## config.mk

```make
export PLATFORM = sky130hd
export DESIGN_NAME = scan_pulse_stretch
export DESIGN_NICKNAME = d
export VERILOG_FILES = /design/src/rtl/sps_pkg.sv /design/src/rtl/sps_datapath.sv /design/src/rtl/sps_control.sv /design/src/rtl/scan_pulse_stretch.sv
export SDC_FILE = /design/constraint.sdc
export NUM_CORES = 1
export LEC_CHECK = 0
export BUFFER_PORTS_ARGS = -buffer_cell sky130_fd_sc_hd__buf_2
export CAP_MARGIN = 25
export CELL_PAD_IN_SITES_DETAIL_PLACEMENT = 0
export CELL_PAD_IN_SITES_GLOBAL_PLACEMENT = 1
export CORE_AREA = 2 2 39 41
export CTS_BUF_LIST = sky130_fd_sc_hd__clkbuf_8
export CTS_CLUSTER_SIZE = 40
export DETAILED_ROUTE_END_ITERATION = 10
export DIE_AREA = 0 0 41 43
export PLACE_DENSITY = 0.43
export SETUP_SLACK_MARGIN = 0.05
export SYNTH_ARGS = -nofsm -noshare
export SYNTH_HDL_FRONTEND = slang
export SYNTH_SLANG_ARGS = --single-unit
```

## constraint.sdc

```tcl
create_clock -name clk -period 3.5 [get_ports clk]
set_clock_uncertainty 0.2 [all_clocks]
set_input_delay 0.7 -clock clk [delete_from_list [all_inputs] [get_ports clk]]
set_output_delay 0.7 -clock clk [all_outputs]
set_load 0.01 [all_outputs]
```

## src/rtl/sps_pkg.sv

```systemverilog
package sps_pkg;

  typedef enum logic [1:0] {
    ST_IDLE = 2'd0,
    ST_WAIT = 2'd1,
    ST_SEEN = 2'd2
  } holdState_t;

  typedef struct packed {
    logic grab;
    logic drop;
    logic lostSet;
    logic lostClr;
  } stretchCmd_t;

endpackage

```

## src/rtl/sps_datapath.sv

```systemverilog
module sps_datapath
  import sps_pkg::*;
#(
  parameter int SYNC_STAGES = 2
) (
  input  logic        clk,
  input  logic        rstN,
  input  logic        rawIn,
  input  stretchCmd_t cmd,
  output logic        riseSeen,
  output logic        heldOut,
  output logic        lostFlag
);

  localparam int LAST = SYNC_STAGES - 1;

  logic [LAST:0] syncQ;
  logic          prevQ;
  logic          heldQ;
  logic          lostQ;

  generate
    if (SYNC_STAGES == 1) begin : g_single
      always_ff @(posedge clk or negedge rstN) begin
        if (!rstN) syncQ <= '0;
        else       syncQ <= rawIn;
      end
    end else begin : g_chain
      always_ff @(posedge clk or negedge rstN) begin
        if (!rstN) syncQ <= '0;
        else       syncQ <= {syncQ[LAST-1:0], rawIn};
      end
    end
  endgenerate

  always_ff @(posedge clk or negedge rstN) begin
    if (!rstN) prevQ <= 1'b0;
    else       prevQ <= syncQ[LAST];
  end

  assign riseSeen = syncQ[LAST] & ~prevQ;

  always_ff @(posedge clk or negedge rstN) begin
    if (!rstN)         heldQ <= 1'b0;
    else if (cmd.grab) heldQ <= 1'b1;
    else if (cmd.drop) heldQ <= 1'b0;
  end

  // a loss that happens in the same cycle as a clear keeps the flag set
  always_ff @(posedge clk or negedge rstN) begin
    if (!rstN)            lostQ <= 1'b0;
    else if (cmd.lostSet) lostQ <= 1'b1;
    else if (cmd.lostClr) lostQ <= 1'b0;
  end

  assign heldOut  = heldQ;
  assign lostFlag = lostQ;

  // a detected edge with nothing held must raise the level
  a_r2_edge_grabs: assert property (@(posedge clk) disable iff (!rstN)
    riseSeen && !heldQ |=> heldQ);

  // after an edge, the detector stays quiet for one cycle
  a_r9_single_edge: assert property (@(posedge clk) disable iff (!rstN)
    riseSeen |=> !riseSeen);

endmodule

```

## src/rtl/sps_control.sv

```systemverilog
module sps_control
  import sps_pkg::*;
(
  input  logic        clk,
  input  logic        rstN,
  input  logic        riseSeen,
  input  logic        readPhase,
  input  logic        scanEnd,
  input  logic        lostClr,
  output stretchCmd_t cmd
);

  holdState_t stateQ;
  holdState_t stateD;
  logic       holding;
  logic       releaseNow;

  assign holding    = (stateQ != ST_IDLE);
  assign releaseNow = scanEnd &&
                      ((stateQ == ST_SEEN) || (stateQ == ST_WAIT && readPhase));

  always_comb begin
    cmd.grab    = riseSeen && (!holding || releaseNow);
    cmd.drop    = releaseNow;
    cmd.lostSet = riseSeen && holding && !releaseNow;
    cmd.lostClr = lostClr;
  end

  always_comb begin
    stateD = stateQ;
    if (cmd.grab)                              stateD = ST_WAIT;
    else if (releaseNow)                       stateD = ST_IDLE;
    else if (stateQ == ST_WAIT && readPhase)   stateD = ST_SEEN;
  end

  always_ff @(posedge clk or negedge rstN) begin
    if (!rstN) stateQ <= ST_IDLE;
    else       stateQ <= stateD;
  end

  // no release while no read has happened since capture
  a_r4_wait_needs_read: assert property (@(posedge clk) disable iff (!rstN)
    (stateQ == ST_WAIT) && !readPhase |=> (stateQ != ST_IDLE));

  // read and end together release when no new edge arrives
  a_r5_joint_strobe: assert property (@(posedge clk) disable iff (!rstN)
    (stateQ == ST_WAIT) && readPhase && scanEnd && !riseSeen |=> (stateQ == ST_IDLE));

endmodule

```

## src/rtl/scan_pulse_stretch.sv

```systemverilog
module scan_pulse_stretch
  import sps_pkg::*;
#(
  parameter int SYNC_STAGES = 2
) (
  input  logic clk,
  input  logic rstN,
  input  logic rawIn,
  input  logic readPhase,
  input  logic scanEnd,
  input  logic lostClr,
  output logic heldOut,
  output logic lostFlag
);

  stretchCmd_t cmd;
  logic        riseSeen;

  sps_datapath #(.SYNC_STAGES(SYNC_STAGES)) u_path (
    .clk      (clk),
    .rstN     (rstN),
    .rawIn    (rawIn),
    .cmd      (cmd),
    .riseSeen (riseSeen),
    .heldOut  (heldOut),
    .lostFlag (lostFlag)
  );

  sps_control u_ctrl (
    .clk       (clk),
    .rstN      (rstN),
    .riseSeen  (riseSeen),
    .readPhase (readPhase),
    .scanEnd   (scanEnd),
    .lostClr   (lostClr),
    .cmd       (cmd)
  );

  // only an end-of-scan strobe can drop the held level
  a_r3_hold_until_end: assert property (@(posedge clk) disable iff (!rstN)
    heldOut && !scanEnd |=> heldOut);

  // every fall of the held level follows an end strobe
  a_r4_fall_on_end: assert property (@(posedge clk) disable iff (!rstN)
    $fell(heldOut) |-> $past(scanEnd));

  // a loss never disturbs the held level
  a_r6_lost_keeps_held: assert property (@(posedge clk) disable iff (!rstN)
    $rose(lostFlag) |-> heldOut && $past(heldOut));

  // the flag only drops after a clear request
  a_r8_lost_sticky: assert property (@(posedge clk) disable iff (!rstN)
    lostFlag && !lostClr |=> lostFlag);

endmodule

```

Word level (Yosys, flattened, before mapping)

Cells that the tools add are included.
W data, S select, Z words.

Word-level logic and storage cells: 29
Bits in registers: 7

Multiplexer cells: 7
Eq/ne operators: 2
Reductions and logical operators: 13
Bitwise gates (word level): 2

Operators with widths:

| kind                 | number |
|---|---|
| $mux W2              | 3 |
| $reduce_bool A2 Y1   | 3 |
| $logic_and A1 B1 Y1  | 5 |
| $mux W1              | 4 |
| $reduce_bool A3 Y1   | 1 |
| $eq A2 B1 Y1 const B | 1 |
| $eq A2 B2 Y1 const B | 1 |
| $logic_not A1 Y1     | 2 |
| $logic_or A1 B1 Y1   | 2 |
| $and A1 B1 Y1        | 1 |
| $not A1 Y1           | 1 |

Longest topological paths before layout

Depth in word-level cells: 7
Depth in mapped cells: 3
Gate-level depth less buffers: 3

By module

Synthesis repeated with hierarchy kept, for this count alone.

Cells, all modules: 29
Area total of the unflattened synthesis: 322.8 um^2

By module, submodules not included:

| module       | cells an instance | instances | area an instance (um^2) |
|---|---|---|---|
| sps_control  | 19                | 1         | 168.9 |
| sps_datapath | 10                | 1         | 153.9 |

Worst setup path after synthesis

OpenSTA, ideal clock, no wires.

Path kind: input port to flip-flop
Start: in readPhase
End: reg u_path.lostQ (netlist: u_path.lostFlag)
Arrival: 1120 ps
Buffers on the path: 0
Setup slack: 2076 ps
Required time: 3196 ps
Stages on the path: 2
Cells stage by stage: and3b_1 > o41ai_2

Cells in the longest elaborated chain, start to end: 6
Elaborated cells between the ends (all ways): 7
Classes of those cells: mux (1); reduce/logical (6)

Ends and longest elaborated chain:

| item                                                 | RTL line                | source |
|---|---|---|
| start, declared                                      | scan_pulse_stretch.sv:9 | `input logic readPhase,` |
| $logic_and A1 B1 Y1 *                                | sps_control.sv:20       | `((stateQ == ST_SEEN) \|\| (stateQ == ST_WAIT && readPhase));` |
| $logic_or A1 B1 Y1 *                                 | sps_control.sv:20       |  |
| $logic_and A1 B1 Y1 *                                | sps_control.sv:19       | `assign releaseNow = scanEnd &&` |
| $logic_not A1 Y1 *                                   | sps_control.sv:25       | `cmd.lostSet = riseSeen && holding && !releaseNow;` |
| $logic_and A1 B1 Y1 *                                | sps_control.sv:25       |  |
| $mux W1 / $reduce_bool A2 Y1 (equally long branches) | --                      |  |
| end signal, assigned                                 | sps_datapath.sv:51      | `if (!rstN) lostQ <= 1'b0;` |
| end signal, assigned                                 | sps_datapath.sv:52      | `else if (cmd.lostSet) lostQ <= 1'b1;` |
| end signal, assigned                                 | sps_datapath.sv:53      | `else if (cmd.lostClr) lostQ <= 1'b0;` |
| end, declared                                        | sps_datapath.sv:20      | `logic lostQ;` |

Every way passes the cells marked *; elsewhere a longest branch is shown, timed or not.
A chain may end at the register's enable or synchronous reset.

Worst setup path in the final report

Start: reg u_path.heldQ (netlist: u_path.heldOut)
End: out heldOut

RTL lines:

| item                   | RTL line                 | source |
|---|---|---|
| start, declared        | sps_datapath.sv:19       | `logic heldQ;` |
| start signal, assigned | sps_datapath.sv:44       | `if (!rstN) heldQ <= 1'b0;` |
| start signal, assigned | sps_datapath.sv:45       | `else if (cmd.grab) heldQ <= 1'b1;` |
| start signal, assigned | sps_datapath.sv:46       | `else if (cmd.drop) heldQ <= 1'b0;` |
| end, declared          | scan_pulse_stretch.sv:12 | `output logic heldOut,` |

No word-level cell between the ends.

==> flow_summary.toml <==
[global_routing]
grt_max_degree = 8
track_usage_pct = 7.528
antenna_found_initial = 0
grt_pass1_vias = 199
grt_pass1_wl_um = 779
grt_overflow = 0

[synthesis]
yosysWarnings = 0
synth_cells = 23
synthesis.nets = 29
yosys.cell_types.count = 13
ys_ff_latch = 7
syn_area_per_cell_um2 = 11.97
yosysSeqAreaShare_pct = 63.64
syn-cell-area_um2 = 275.3

[critical_path]
worst-path-buf-inv = 1
required_ns = 2.60
worstSetupPathType = "register to output port"
end_kind = "output port"
arrival_ns = 0.72
cp_top_family = "flip-flops"
path_max_fanout = 2
slowest_stage = "dfrtp_1"
crit_chain = "buf_2"
cp-start-kind = "register"
critPathMaxStageDelay_ns = 0.36

[clocking]
h-tree-depth = 1
path_clk_slew_ns = 0.04
clock_path_buffers = 2
cts_buffers = 3
cts_tree = "yes"
cts_root_buffer = "clkbuf_8"
cts_setup_buffers = 0
insertion_delay_ns = 0.22
cts_hold_buf = 0
cts_resized = 0
clkSinkCount = 7

[floorplan]
rows = 14
fp.dieW_um = 41
coreArea_mm2 = 0.001384
start_util_pct = 19.89
die-area_mm2 = 0.001763
dieHeight_um = 43
io_pins = 8

[timing]
period_needed_ns = 1.620
slew_headroom_pct = 83.91
tightest_slew_ns = 0.2387
fin_crit_sh_pct = 46.29
timing.final.max_slew_violations = 0
setup_violations = 0
rsz0062_at_grt = "no"
fmax_mhz = 617.3
timing.final.hold_violations = 0
fin_setup_tns_ns = 0

[drt]
vias = 202
viasPerCell = 4.040
drcViolationCount = 0
wl_um = 471
drt_iter0_markers = 0
ant_nets = 0
wl_per_cell_um = 9.420
firstDrtPassIters = 1

[placed_design]
place.port_buffers = 7
dp.cells = 46
place_congestion = 0.5920

[cells_and_area]
syn_to_final_growth_pct = 36.36
layout-drive-gt1-share_pct = 32.35
fin_nets = 41
num_antenna_cells = 0
instances_no_fill = 50
final_cell_mix = "7 x buf_2, 7 x dfrtp_1, 3 x o21ai_0, 3 x clkbuf_8"

[pwr]
power.leakage_nw = 0.1819
p_per_area_mw_per_mm2 = 767.6
ir_drop_mv = 0.2622

[flow_run]
drv_cap = 0

[outcome]
status = "finished, final reports clean"

[min_path]
min_path_type = "primary input to async pin"
## registers in the layout, indices dropped and copies added, names as in the netlist
signal,flops
u_ctrl.stateQ,2
u_path.syncQ,2
u_path.heldOut,1
u_path.lostFlag,1
u_path.prevQ,1
## Yosys cell counts, drive strengths merged
master   number  area [um^2]
inv           1        3.750
and3b         1        8.760
nor2          2        7.510
nand2         1        3.750
dfrtp         7        175.2
nor3          1        5.000
a21oi         1        5.000
o2bb2ai       1        8.760
o21ai         3        15.01
nand3b        1        7.510
nand2b        2        12.51
o41ai         1        16.27
nor2b         1        6.260
## per-layer routing
metal  vias to the layer above  wire length [um]  part of all wire, %  global-route usage, %
met5                         -                 0                    0                      0
met4                         0                25                  5.3                  12.00
met3                         4                28                  5.9                  1.571
met2                         7               196                   42                  7.500
met1                        88               221                   47                  9.732
li1                        103                 -                    -                      -
## stage by stage
stage	util, %	setup slack [ns]	power, W	hold WS, ns	instance area, um^2
4_1_cts	27.12	1.873	0.0002921	0.09771	375.4
6_report	27.12	1.880	0.0002881	0.1006	375.4
3_5_place_dp	23.87	1.894	0.0001828	0.1380	330.3
3_3_place_gp	23.87	1.886	0.0001830	0.1512	330.3
5_1_grt	27.12	1.835	0.0003102	0.1009	375.4
2_1_floorplan	-	2.076	0.0001598	0.1312	275.3
## worst paths after layout
path,start,end,slack [ns],cells after the start
max,u_path.heldOut,heldOut,1.88,1
min,rstN,u_path.syncQ[0],0.10,1
max reg2reg,u_ctrl.stateQ[1],u_path.lostFlag,2.31,2
min reg2reg,u_path.syncQ[0],u_path.syncQ[1],0.15,0
max in group asynchronous,rstN,u_path.syncQ[1],2.85,1
min in group clk,u_path.syncQ[0],u_path.syncQ[1],0.15,0
## where the power goes
group,leakage (nW),internal [W],switching [W]
Combinational,0.0703,0.0000301,0.0000338
Sequential,0.0847,0.000102,0.0000155
Clock,0.0269,0.0000755,0.0000314
## cell type report
| type | instances | area [um^2] |
|---|---|---|
| clock buffers | 3 | 41.29 |
| clock inverters | 1 | 3.754 |
| fillers | 147 | 1008 |
| inverters | 1 | 3.754 |
| multi-input cells | 15 | 96.34 |
| flip-flops and latches | 7 | 175.2 |
| well taps | 16 | 20.02 |
| repair buffers | 7 | 35.03 |
## cells by family (layout without fill, tap and decap cells)
kind of cell,count (synthesis),in the layout,share of synthesized area [%]
AO/OA/AOI/OAI,6,6,16.36
buffers and inverters,1,12,1.362
flip-flops,7,7,63.64
AND/OR/NAND/NOR,9,9,18.64
No activity file was read; power rests on OpenSTA's default activity.
